===== config.mk =====
export PLATFORM = sky130hd
export DESIGN_NAME = rxa_unit
export DESIGN_NICKNAME = d
export VERILOG_FILES = /design/src/rtl/rxa_pkg.sv /design/src/rtl/rxa_decode.sv /design/src/rtl/rxa_rotate.sv /design/src/rtl/rxa_extend_add.sv /design/src/rtl/rxa_unit.sv
export SDC_FILE = /design/constraint.sdc
export NUM_CORES = 1
export LEC_CHECK = 0
export BUFFER_PORTS_ARGS = -buffer_cell sky130_fd_sc_hd__buf_2
export CORE_UTILIZATION = 35
export DETAILED_ROUTE_END_ITERATION = 8
export GPL_TIMING_DRIVEN = 0
export PLACE_DENSITY_LB_ADDON = 0.05
export SYNTH_ARGS = -nofsm -noshare
export SYNTH_HDL_FRONTEND = slang
export SYNTH_SLANG_ARGS = --single-unit

===== constraint.sdc =====
create_clock -name clk -period 3.78 [get_ports clk]
set_input_delay 0 -clock clk [delete_from_list [all_inputs] [get_ports clk]]
set_output_delay 0 -clock clk [all_outputs]
set_load 0.1 [all_outputs]

===== src/rtl/rxa_pkg.sv =====
package rxa_pkg;
  localparam int INSTR_W = 32;
  localparam int IDX_W   = 4;

  localparam logic [7:0] OPC_S_BYTE = 8'b0110_1010;
  localparam logic [7:0] OPC_S_HALF = 8'b0110_1011;
  localparam logic [7:0] OPC_U_BYTE = 8'b0110_1110;
  localparam logic [7:0] OPC_U_HALF = 8'b0110_1111;
  localparam logic [5:0] FIXED_MID  = 6'b000111;
  localparam logic [IDX_W-1:0] IDX_NONE = '1;

  typedef struct packed {
    logic             known;
    logic             unpred;
    logic             accumulate;
    logic             signed_ext;
    logic             half;
    logic [1:0]       rot;
    logic [IDX_W-1:0] rd;
  } dec_t;
endpackage


===== src/rtl/rxa_decode.sv =====
module rxa_decode
  import rxa_pkg::*;
(
  input  logic [27:0] instr_body,
  output dec_t        dec
);
  logic [7:0] opc;
  logic       opc_ok;
  logic       mid_ok;
  logic [IDX_W-1:0] rn_idx, rd_idx, rm_idx;

  always_comb begin
    opc    = instr_body[27:20];
    rn_idx = instr_body[19:16];
    rd_idx = instr_body[15:12];
    rm_idx = instr_body[3:0];
    mid_ok = (instr_body[9:4] == FIXED_MID);
    opc_ok = (opc == OPC_S_BYTE) || (opc == OPC_S_HALF) ||
             (opc == OPC_U_BYTE) || (opc == OPC_U_HALF);

    dec.known      = opc_ok && mid_ok;
    dec.unpred     = dec.known && ((rd_idx == IDX_NONE) || (rm_idx == IDX_NONE));
    dec.accumulate = (rn_idx != IDX_NONE);
    dec.signed_ext = ~opc[2];
    dec.half       = opc[0];
    dec.rot        = instr_body[11:10];
    dec.rd         = rd_idx;
  end
endmodule


===== src/rtl/rxa_rotate.sv =====
module rxa_rotate #(
  parameter int DATA_W = 32,
  parameter int STEPS  = 4
) (
  input  logic [DATA_W-1:0]        src,
  input  logic [$clog2(STEPS)-1:0] sel,
  output logic [DATA_W-1:0]        rotated
);
  localparam int STEP_W = DATA_W / STEPS;

  logic [2*DATA_W-1:0] doubled;
  logic [DATA_W-1:0]   cand [STEPS];

  assign doubled = {src, src};

  genvar k;
  generate
    for (k = 0; k < STEPS; k++) begin : g_rot
      assign cand[k] = doubled[k*STEP_W +: DATA_W];
    end
  endgenerate

  assign rotated = cand[sel];
endmodule


===== src/rtl/rxa_extend_add.sv =====
module rxa_extend_add #(
  parameter int DATA_W = 32
) (
  input  logic [DATA_W-1:0] rotated,
  input  logic [DATA_W-1:0] base,
  input  logic              signed_ext,
  input  logic              half,
  input  logic              accumulate,
  output logic [DATA_W-1:0] sum
);
  localparam int BYTE_W = DATA_W / 4;
  localparam int HALF_W = DATA_W / 2;

  logic [DATA_W-1:0] ext_byte, ext_half, ext_val, addend;
  logic              sgn_b, sgn_h;

  always_comb begin
    sgn_b    = signed_ext & rotated[BYTE_W-1];
    sgn_h    = signed_ext & rotated[HALF_W-1];
    ext_byte = {{(DATA_W-BYTE_W){sgn_b}}, rotated[BYTE_W-1:0]};
    ext_half = {{(DATA_W-HALF_W){sgn_h}}, rotated[HALF_W-1:0]};
    ext_val  = half ? ext_half : ext_byte;
    addend   = accumulate ? base : '0;
    sum      = addend + ext_val;
  end
endmodule


===== src/rtl/rxa_unit.sv =====
module rxa_unit
  import rxa_pkg::*;
#(
  parameter int DATA_W = 32
) (
  input  logic                clk,
  input  logic                rst,
  input  logic                in_valid,
  input  logic [INSTR_W-1:0]  instr,
  input  logic [DATA_W-1:0]   rn_val,
  input  logic [DATA_W-1:0]   rm_val,
  input  logic                cond_ok,
  output logic                out_valid,
  output logic [IDX_W-1:0]    out_dest,
  output logic [DATA_W-1:0]   out_result,
  output logic                out_wen,
  output logic                out_unpred,
  output logic                out_unsupported
);
  localparam int ROT_STEPS = 4;

  dec_t              dec;
  logic [DATA_W-1:0] rot_val;
  logic [DATA_W-1:0] res_val;
  logic              unused_cond_field;

  assign unused_cond_field = ^instr[31:28];

  rxa_decode u_dec (
    .instr_body (instr[27:0]),
    .dec        (dec)
  );

  rxa_rotate #(.DATA_W(DATA_W), .STEPS(ROT_STEPS)) u_rot (
    .src     (rm_val),
    .sel     (dec.rot),
    .rotated (rot_val)
  );

  rxa_extend_add #(.DATA_W(DATA_W)) u_ext (
    .rotated    (rot_val),
    .base       (rn_val),
    .signed_ext (dec.signed_ext),
    .half       (dec.half),
    .accumulate (dec.accumulate),
    .sum        (res_val)
  );

  always_ff @(posedge clk) begin
    if (rst) begin
      out_valid       <= 1'b0;
      out_dest        <= '0;
      out_result      <= '0;
      out_wen         <= 1'b0;
      out_unpred      <= 1'b0;
      out_unsupported <= 1'b0;
    end else begin
      out_valid       <= in_valid;
      out_wen         <= in_valid & dec.known & ~dec.unpred & cond_ok;
      out_unpred      <= in_valid & dec.unpred;
      out_unsupported <= in_valid & ~dec.known;
      if (in_valid) begin
        out_dest   <= dec.rd;
        out_result <= res_val;
      end
    end
  end
endmodule


==> impl_metrics.py, run 1 <==
metrics = {
    "setup_path": {
        "reg2reg_depth": 3,
        "crit_type": "in2reg",
        "worst_setup_path_start_kind": "input pin",
        "r2r_setup_slack_ps": 2850,
        "cp_max_fo": 10,
        "cp.required_ps": 3970,
        "crit_arrival_ps": 3710,
        "rr_startpoint": "out_result[28]$_SDFFE_PP0P_",
        "endpoint": "out_result[24]$_SDFFE_PP0P_",
        "end_kind": "flip-flop",
        "cp-startpoint": "instr[16]",
        "timing.rr.end": "out_result[28]$_SDFFE_PP0P_",
    },
    "placed_design": {
        "gp_congestion": 0.877,
        "dp_hpwl_um": 10400,
        "place_ws_ps": -939,
        "port_buffers": 128,
    },
    "synth": {
        "syn_inst": 484,
        "syn_area_um2": 3940,
        "synth_top_area_frac": 0.203,
        "synth-edff-count": 0,
        "synth_common_cells": "nor2_1 (45), a21oi_1 (42), dfxtp_1 (40)",
        "syn_nets": 608,
        "avgSynthCellArea_um2": 8.14,
        "post_synth_num_cell_types": 67,
        "netlist.top_cell.by_area": "dfxtp_1",
        "yosysMostFrequentCell": "nor2_1",
        "ys_seq_elements": 40,
        "ys_warn_count": 0,
        "synth_ff_type": "dfxtp_1",
        "ys_seq_area_frac": 0.203,
        "async_flop_share": 0,
        "synth_area_leaders": "dfxtp_1 (20%), mux4_2 (8.6%), ha_1 (7.3%)",
    },
    "drt": {
        "wl_um": 12800,
        "drt_iter0_drc": 230,
        "wl_per_cell_um": 16.7,
        "dr_wl_met3_um": 608,
        "met1Wirelength_um": 6390,
        "via_per_inst": 5.44,
        "vias": 4172,
        "wl_met2_um": 5750,
        "drc": 0,
        "ant_nets": 0,
        "highest_layer": "met4",
        "dr.pass1.iters": 5,
    },
    "cells_and_area": {
        "multi_input_area_um2": 2970,
        "antennaDiodeCount": 0,
        "area_growth_pct": 26.9,
        "nNetsFinal": 751,
        "fillers": 1146,
        "drive_above_1_share": 0.290,
        "register_area_um2": 801,
    },
    "power": {
        "internal_power_mw": 1.08,
        "p_leak_nw": 2.29,
        "switching_share": 0.471,
        "combPwrFrac": 0.547,
        "ir_drop_mv": 0.288,
        "p_per_area_nw_per_um2": 407,
        "p_sw_mw": 0.959,
        "seqPwrFrac": 0.244,
        "clockPowerShare": 0.209,
    },
    "cts": {
        "cts_tree": "built",
        "insertion_delay_ps": 290,
        "htree_levels": 2,
        "cts.clk_slew.worst_paths_ps": 90,
        "cts_root_buf": "clkbuf_8",
        "cts_buffers": 5,
        "cts_sinks": 40,
        "cts_max_path_buffers": 2,
    },
    "sta": {
        "fin_crit_sh": 0.931,
        "fin_worst_hold_slack_ps": 20.1,
        "worst_slack_ps": 261,
        "tightestPinTransition_ps": 878,
        "slew_headroom": 0.415,
        "drv_slew": 0,
        "setup_viol": 0,
        "hold_violations": 0,
        "rsz0062_at_grt": "true",
        "fmax_ghz": 0.284,
        "fin_crit_ps": 3520,
        "skew_ps": 0,
    },
    "die": {
        "die_area_um2": 11700,
        "dieWidth_um": 108,
        "start_util": 0.362,
        "ios": 140,
        "rows": 38,
        "coreArea_um2": 10900,
        "die_h_um": 108,
    },
    "grt": {
        "grt_overflow": 0,
        "grt_pass1_wl_um": 19800,
        "grt_usage": 0.218,
        "grt_antenna_before_repair": 0,
        "grt_pass1_vias": 3859,
        "grt_max_degree": 17,
    },
    "hold_path": {
        "hold_depth": 4,
        "holdCritPathClass": "in2reg",
    },
    "flow_run": {
        "cap_violations": 0,
    },
    "run_status": {
        "outcome": "finished, final reports clean",
    },
}
==> routing by layer <==
metal,vias up,global-route usage
li1,2102,-
met1,1926,0.312
met2,136,0.358
met3,8,0.0223
met4,0,0.0323
met5,-,0
==> critical path, cell delays in order <==
cell       delay, ps
buf_2             80
nand4_1          120
clkbuf_2         220
buf_2            240
buf_2            230
and2_1           180
ha_1             230
fa_1             440
a211oi_2         310
o211ai_1         180
o2111ai_2        160
a221oi_1         170
o41ai_2          300
buf_4            170
a21oi_1           80
or3_1            330
a32o_1           250
==> sequential cells by signal (all words and copies together), names as in the netlist <==
register	count
out_dest	4
out_result	32
out_unpred	1
out_unsupported	1
out_valid	1
out_wen	1
==> logic make-up after synthesis <==
| logic type | count (synthesis) | share of synthesized area |
|---|---|---|
| simple gates | 158 | 0.201 |
| compound gates | 153 | 0.266 |
| buf+inv | 46 | 0.0514 |
| flops | 40 | 0.203 |
| mux | 36 | 0.140 |
| xor+xnor | 26 | 0.0578 |
| fa+ha+maj | 25 | 0.0806 |
==> how the worst min path moves through the flow <==
stage                         start                          to  slack [ps]
after floorplan             cond_ok          out_wen$_SDFF_PP0_         130
after global placement      cond_ok          out_wen$_SDFF_PP0_         250
after detailed placement    cond_ok          out_wen$_SDFF_PP0_         260
after CTS                  instr[2]       out_unpred$_SDFF_PP0_          10
after global routing       instr[2]       out_unpred$_SDFF_PP0_          30
final                     instr[21]  out_unsupported$_SDFF_PP0_          20
==> placed cells by master (no fill, tap or decap), types with 4 or more instances in the layout <==
master and instances:
or3_1 5, a21o_1 12, inv_1 17, nand4_1 7, nand2_1 31, ha_1 23, o22ai_1 6, a31oi_1 4
and2_1 28, clkbuf_1 14, o31ai_1 4, and3_1 7, o21ai_0 19, nand3_1 11, buf_2 133, mux2i_1 19
dfxtp_1 40, o211ai_1 6, a21oi_1 41, xnor2_1 23, dlygate4sd3_1 6, mux4_2 15, clkbuf_8 5, nor3_1 8
nand2b_1 4, nor2_1 45, a211oi_1 16
==> power by group through the flow <==
stage / clock network (mW) / registers (mW) / logic, mW
floorplan: 0 / 0.858 / 0.503
global placement: 0 / 0.506 / 1.09
detailed placement: 0 / 0.506 / 1.09
CTS: 0.435 / 0.496 / 1.11
global route: 0.452 / 0.502 / 1.20
finish: 0.426 / 0.496 / 1.11
==> area by class of cell <==
class / count / share of cell area
Buffer: 28 / 0.0280
Clock buffer: 5 / 0.0138
Clock inverter: 2 / 0.0120
Inverter: 18 / 0.0135
Multi-Input combinational cell: 398 / 0.594
Sequential cell: 40 / 0.160
Tap cell: 140 / 0.0350
Timing Repair Buffer: 136 / 0.143
==> timing repair <==
action,4_1_cts,5_1_grt
endpoints found under the hold margin,6,0
pin swaps,2,0
setup endpoints to repair,15,6
gates resized for setup,5,8
hold buffers,6,0
buffers inserted,2,0
==> stage by stage <==
step                power [mW]  cells  area, um^2  TNS [ps]   util
detailed placement        1.60    752        4760    -10220  0.437
global placement          1.60    752        4760    -10980  0.437
floorplan                 1.36    484        3940         0      -
global route              2.15    767        5000     -5.06  0.459
finish                    2.04    767        5000         0  0.459
CTS                       2.04    767        4970         0  0.457
Note: power is estimated with default switching activity, not from simulation.
==> run 2: changes to the inputs <==
--- a/config.mk
+++ b/config.mk
@@ -5,7 +5,8 @@
 export SDC_FILE = /design/constraint.sdc
 export NUM_CORES = 1
 export LEC_CHECK = 0
-export BUFFER_PORTS_ARGS = -buffer_cell sky130_fd_sc_hd__buf_2
+export BUFFER_PORTS_ARGS = -buffer_cell sky130_fd_sc_hd__buf_4
+export CORE_MARGIN = 8
 export CORE_UTILIZATION = 35
 export DETAILED_ROUTE_END_ITERATION = 8
 export GPL_TIMING_DRIVEN = 0
==> impl_metrics.py, run 2 (synthesis gave the netlist of run 1 again) <==
metrics = {
    "run_status": {
        "outcome": "finished, final reports clean",
    },
    "sta": {
        "drv_slew": 0,
        "tightestPinTransition_ps": 743,
        "fin_crit_ps": 3540,
        "fmax_ghz": 0.282,
        "fin_crit_sh": 0.937,
        "rsz0062_at_grt": "false",
        "skew_ps": 0,
        "slew_headroom": 0.505,
        "fin_worst_hold_slack_ps": 32.6,
        "setup_viol": 0,
        "hold_violations": 0,
    },
    "cells_and_area": {
        "final_util": 0.486,
        "largest_reg_flops": 32,
        "multi_input_area_um2": 2960,
        "area_growth_pct": 34.9,
        "final_common_cell": "buf_4",
        "antennaDiodeCount": 0,
        "largestRegisters": "out_result x32, out_dest x4",
        "fillers": 1129,
        "nNetsFinal": 750,
        "top_register": "out_result",
        "fin_area_um2": 5320,
        "final_cell_mix": "buf_4 (131), nor2_1 (45), a21oi_1 (41), dfxtp_1 (40), nand2_1 (31)",
        "register_area_um2": 801,
        "drive_above_1_share": 0.287,
    },
    "flow_run": {
        "cap_violations": 0,
    },
    "placed_design": {
        "gp_congestion": 0.895,
        "place_area_um2": 5080,
        "port_buffers": 128,
        "dp_hpwl_um": 11400,
    },
    "grt": {
        "grt_overflow": 0,
        "grt_antenna_before_repair": 0,
        "met2_usage": 0.271,
        "grt_pass1_vias": 4170,
        "grtUsageMet3": 0.0273,
        "grt_max_degree": 17,
        "grt_usage": 0.178,
        "grt_busiest_layer": "met2",
        "use_met1": 0.255,
        "grt_pass1_wl_um": 21400,
    },
    "power": {
        "p_leak_nw": 2.38,
        "p_per_area_nw_per_um2": 395,
        "total_power_mw": 2.10,
        "ir_drop_mv": 0.339,
    },
    "setup_path": {
        "cp_top_family": "compound AO/OA/AOI/OAI gates",
        "crit_type": "in2reg",
        "r2r_setup_slack_ps": 2850,
        "worst_setup_path_start_kind": "input pin",
        "cp_max_fo": 10,
        "cp_slowest_cell": "a22oi_1",
        "crit_arrival_ps": 3740,
        "end_kind": "flip-flop",
        "cp.required_ps": 3980,
        "cpPeakStageDelay_ps": 510,
        "crit_chain": "buf_6 -> clkbuf_1 -> mux4_2 -> inv_1 -> a21oi_1 -> ha_1 -> a2111oi_0 -> o21ai_0 -> a22oi_1 -> o21ai_0 -> or3_1 -> a21oi_1 -> a41oi_1 -> a211oi_1",
        "critPathBufInv": 3,
    },
    "cts": {
        "cts_max_path_buffers": 2,
        "cts.clk_slew.worst_paths_ps": 60,
        "htree_levels": 2,
        "cts_buffers": 5,
        "cts_root_buf": "clkbuf_16",
        "insertion_delay_ps": 280,
        "cts_tree": "built",
        "cts_sinks": 40,
    },
    "die": {
        "dieWidth_um": 122,
        "coreArea_um2": 10900,
        "start_util": 0.360,
        "die_h_um": 122,
        "rows": 38,
        "ios": 140,
        "die_area_um2": 14900,
    },
    "drt": {
        "drt_iter0_drc": 305,
        "vias": 4239,
        "wl_per_cell_um": 18.0,
        "drc": 0,
        "via_per_inst": 5.53,
        "wl_um": 13800,
        "dr.pass1.iters": 4,
        "ant_nets": 0,
    },
    "hold_path": {
        "holdCritPathClass": "in2reg",
    },
}
## run 2: worst min-delay path, stage by stage
cell	delay, ps
buf_4	110
nand4_1	90
a21oi_1	70
## run 2: area by class of cell
type / count / share of cell area
plain buffers: 28 / 0.0264
clock buffers: 8 / 0.0275
inverters: 18 / 0.0127
multi-input cells: 398 / 0.557
flip-flops and latches: 40 / 0.151
well taps: 140 / 0.0329
repair buffers: 135 / 0.193
## run 2: final timing paths
path	startpoint	to	cells past startpoint
worst min register to register	out_result[22]$_SDFFE_PP0P_	out_result[22]$_SDFFE_PP0P_	2
worst min-delay path	instr[0]	out_unpred$_SDFF_PP0_	3
worst max register to register	out_result[28]$_SDFFE_PP0P_	out_result[28]$_SDFFE_PP0P_	3
worst max-delay path	instr[10]	out_result[17]$_SDFFE_PP0P_	14
## run 2: repair_timing
action                     in CTS  in global routing
buffers inserted                1                  1
hold endpoints to repair        5                  0
hold buffers                    5                  0
pin swaps                       1                  1
resized for setup               5                  5
gates cloned                    0                  0
setup endpoints to repair      15                  7
## run 2: where the power goes
part	leakage, nW	internal, mW	switching (mW)
sequential	0.331	0.472	0.0292
clock	0.0712	0.263	0.158
combinational	1.97	0.398	0.779
## run 2: routing by layer
layer	part of all wire	wire length, um	vias to the layer above
li1	-	-	2106
met1	0.49	6710	1968
met2	0.43	5890	156
met3	0.077	1060	9
met4	0.0078	108	0
met5	0	0	-
## run 2: through the flow
step                      setup WS [ps]  setup TNS, ps  std cells
final                               238              0        767
after detailed placement           -756          -8330        752
after global placement             -783          -8300        752
after global routing               16.1              0        767
after CTS                          40.9              0        766
after floorplan                     312              0        484
==> run 3: changes to the inputs <==
--- a/config.mk
+++ b/config.mk
@@ -6,6 +6,7 @@
 export NUM_CORES = 1
 export LEC_CHECK = 0
 export BUFFER_PORTS_ARGS = -buffer_cell sky130_fd_sc_hd__buf_4
+export CORE_ASPECT_RATIO = 1.75
 export CORE_MARGIN = 8
 export CORE_UTILIZATION = 35
 export DETAILED_ROUTE_END_ITERATION = 8
==> impl_metrics.py, run 3 (synthesis gave the netlist of run 1 again) <==
metrics = {
    "grt": {
        "grt_pass1_wl_um": 23800,
        "grt_max_degree": 17,
        "grt_pass1_vias": 4576,
        "grt_antenna_before_repair": 0,
        "grt_usage": 0.205,
        "grt_overflow": 0,
    },
    "sta": {
        "rsz0062_at_grt": "false",
        "drv_slew": 0,
        "setup_viol": 0,
        "fmax_ghz": 0.277,
        "hold_violations": 0,
        "tightestPinTransition_ps": 741,
        "slew_headroom": 0.506,
        "worst_slack_ps": 175,
        "fin_crit_ps": 3600,
        "fin_crit_sh": 0.954,
        "fin_tns_setup_ps": 0,
        "skew_ps": 0,
    },
    "cells_and_area": {
        "area_growth_pct": 35.1,
        "fin_area_um2": 5330,
        "nNetsFinal": 749,
        "drive_above_1_share": 0.289,
        "top_register": "out_result",
        "final_util": 0.482,
        "largestRegisters": "out_result x32, out_dest x4",
        "final_cell_mix": "buf_4 (131), nor2_1 (45), a21oi_1 (41), dfxtp_1 (40), nand2_1 (31)",
        "final_common_cell": "buf_4",
        "stdcell_count": 758,
        "largest_reg_flops": 32,
        "antennaDiodeCount": 0,
    },
    "drt": {
        "drc": 0,
        "dr.pass1.iters": 4,
        "wl_um": 15400,
        "ant_nets": 0,
        "via_per_inst": 5.65,
        "wl_per_cell_um": 20.3,
        "drt_iter0_drc": 132,
        "vias": 4284,
    },
    "cts": {
        "insertion_delay_ps": 280,
        "cts.clk_slew.worst_paths_ps": 70,
        "cts_root_buf": "clkbuf_16",
        "cts_sinks": 40,
        "cts_max_path_buffers": 2,
        "cts_tree": "built",
        "htree_levels": 2,
        "cts_buffers": 5,
    },
    "hold_path": {
        "holdCritPathClass": "in2reg",
    },
    "die": {
        "die_area_um2": 15000,
        "ios": 140,
        "dieWidth_um": 96.2,
        "coreArea_um2": 11000,
        "die_h_um": 156,
        "start_util": 0.357,
        "rows": 51,
    },
    "setup_path": {
        "cp.required_ps": 3980,
        "end_kind": "flip-flop",
        "crit_type": "in2reg",
        "crit_arrival_ps": 3800,
        "worst_setup_path_start_kind": "input pin",
        "cp_max_fo": 16,
    },
    "placed_design": {
        "dp_hpwl_um": 12700,
        "place_ws_ps": -1120,
        "place_area_um2": 5070,
        "gp_congestion": 0.889,
        "dp_cells": 744,
        "port_buffers": 128,
    },
    "power": {
        "p_leak_nw": 2.38,
        "p_per_area_nw_per_um2": 413,
        "ir_drop_mv": 0.394,
    },
    "run_status": {
        "outcome": "finished, final reports clean",
    },
    "flow_run": {
        "cap_violations": 0,
    },
}
[run 3: timing repair]
item | in CTS | in global routing
pin swaps | 2 | 0
hold buffers | 5 | 0
endpoints found under the setup margin | 19 | 6
setup buffers | 2 | 0
hold endpoints to repair | 5 | 0
gates resized for setup | 6 | 6
gates cloned | 0 | 0
[run 3: worst paths after layout]
| check | cells past startpoint | start | slack (ps) | to |
|---|---|---|---|---|
| setup / recovery | 16 | instr[10] | 180 | out_result[28]$_SDFFE_PP0P_ |
| hold / removal | 3 | instr[0] | 10 | out_unpred$_SDFF_PP0_ |
| setup reg to reg | 3 | out_result[28]$_SDFFE_PP0P_ | 2820 | out_result[28]$_SDFFE_PP0P_ |
| hold reg to reg | 1 | out_result[24]$_SDFFE_PP0P_ | 480 | out_result[24]$_SDFFE_PP0P_ |
[run 3: worst max-delay path, cell delays in order]
cell	delay [ps]
buf_6	130
mux4_2	590
or2_1	250
buf_6	140
nand2_4	60
inv_2	70
buf_6	160
ha_1	350
a21oi_1	330
a21boi_1	410
a21boi_1	320
a21oi_1	70
nor2_1	270
mux2i_1	120
a311o_1	330
a41oi_1	190
[run 3: cell type report]
type,instances,area [um^2]
sequential,40,801
multi-input combinational,398,2960
fill,1135,5710
timing repair buffer,135,1030
inverter,18,67.6
clock buffer,5,125
buffer,27,135
tap,132,165
clock inverter,3,46.3
[run 3: metal layers]
layer	global-route usage	routed length, um	up-vias
met4	0.0796	589	0
li1	-	-	2099
met5	0	0	-
met2	0.412	8990	125
met3	0.0331	732	27
met1	0.190	5060	2033
[run 3: per-stage QoR]
stage                     hold WS [ps]  total power [mW]
after floorplan                    126              1.36
after global placement             246              1.69
after detailed placement           253              1.70
after CTS                         3.27              2.21
after global routing              13.6              2.30
final                             10.8              2.20
[run 3: report_power, final]
part           internal (mW)  leakage [nW]  total [mW]  switching, mW
registers              0.472         0.331       0.499         0.0273
logic                  0.400          1.97        1.20          0.805
clock network          0.314        0.0804       0.497          0.183
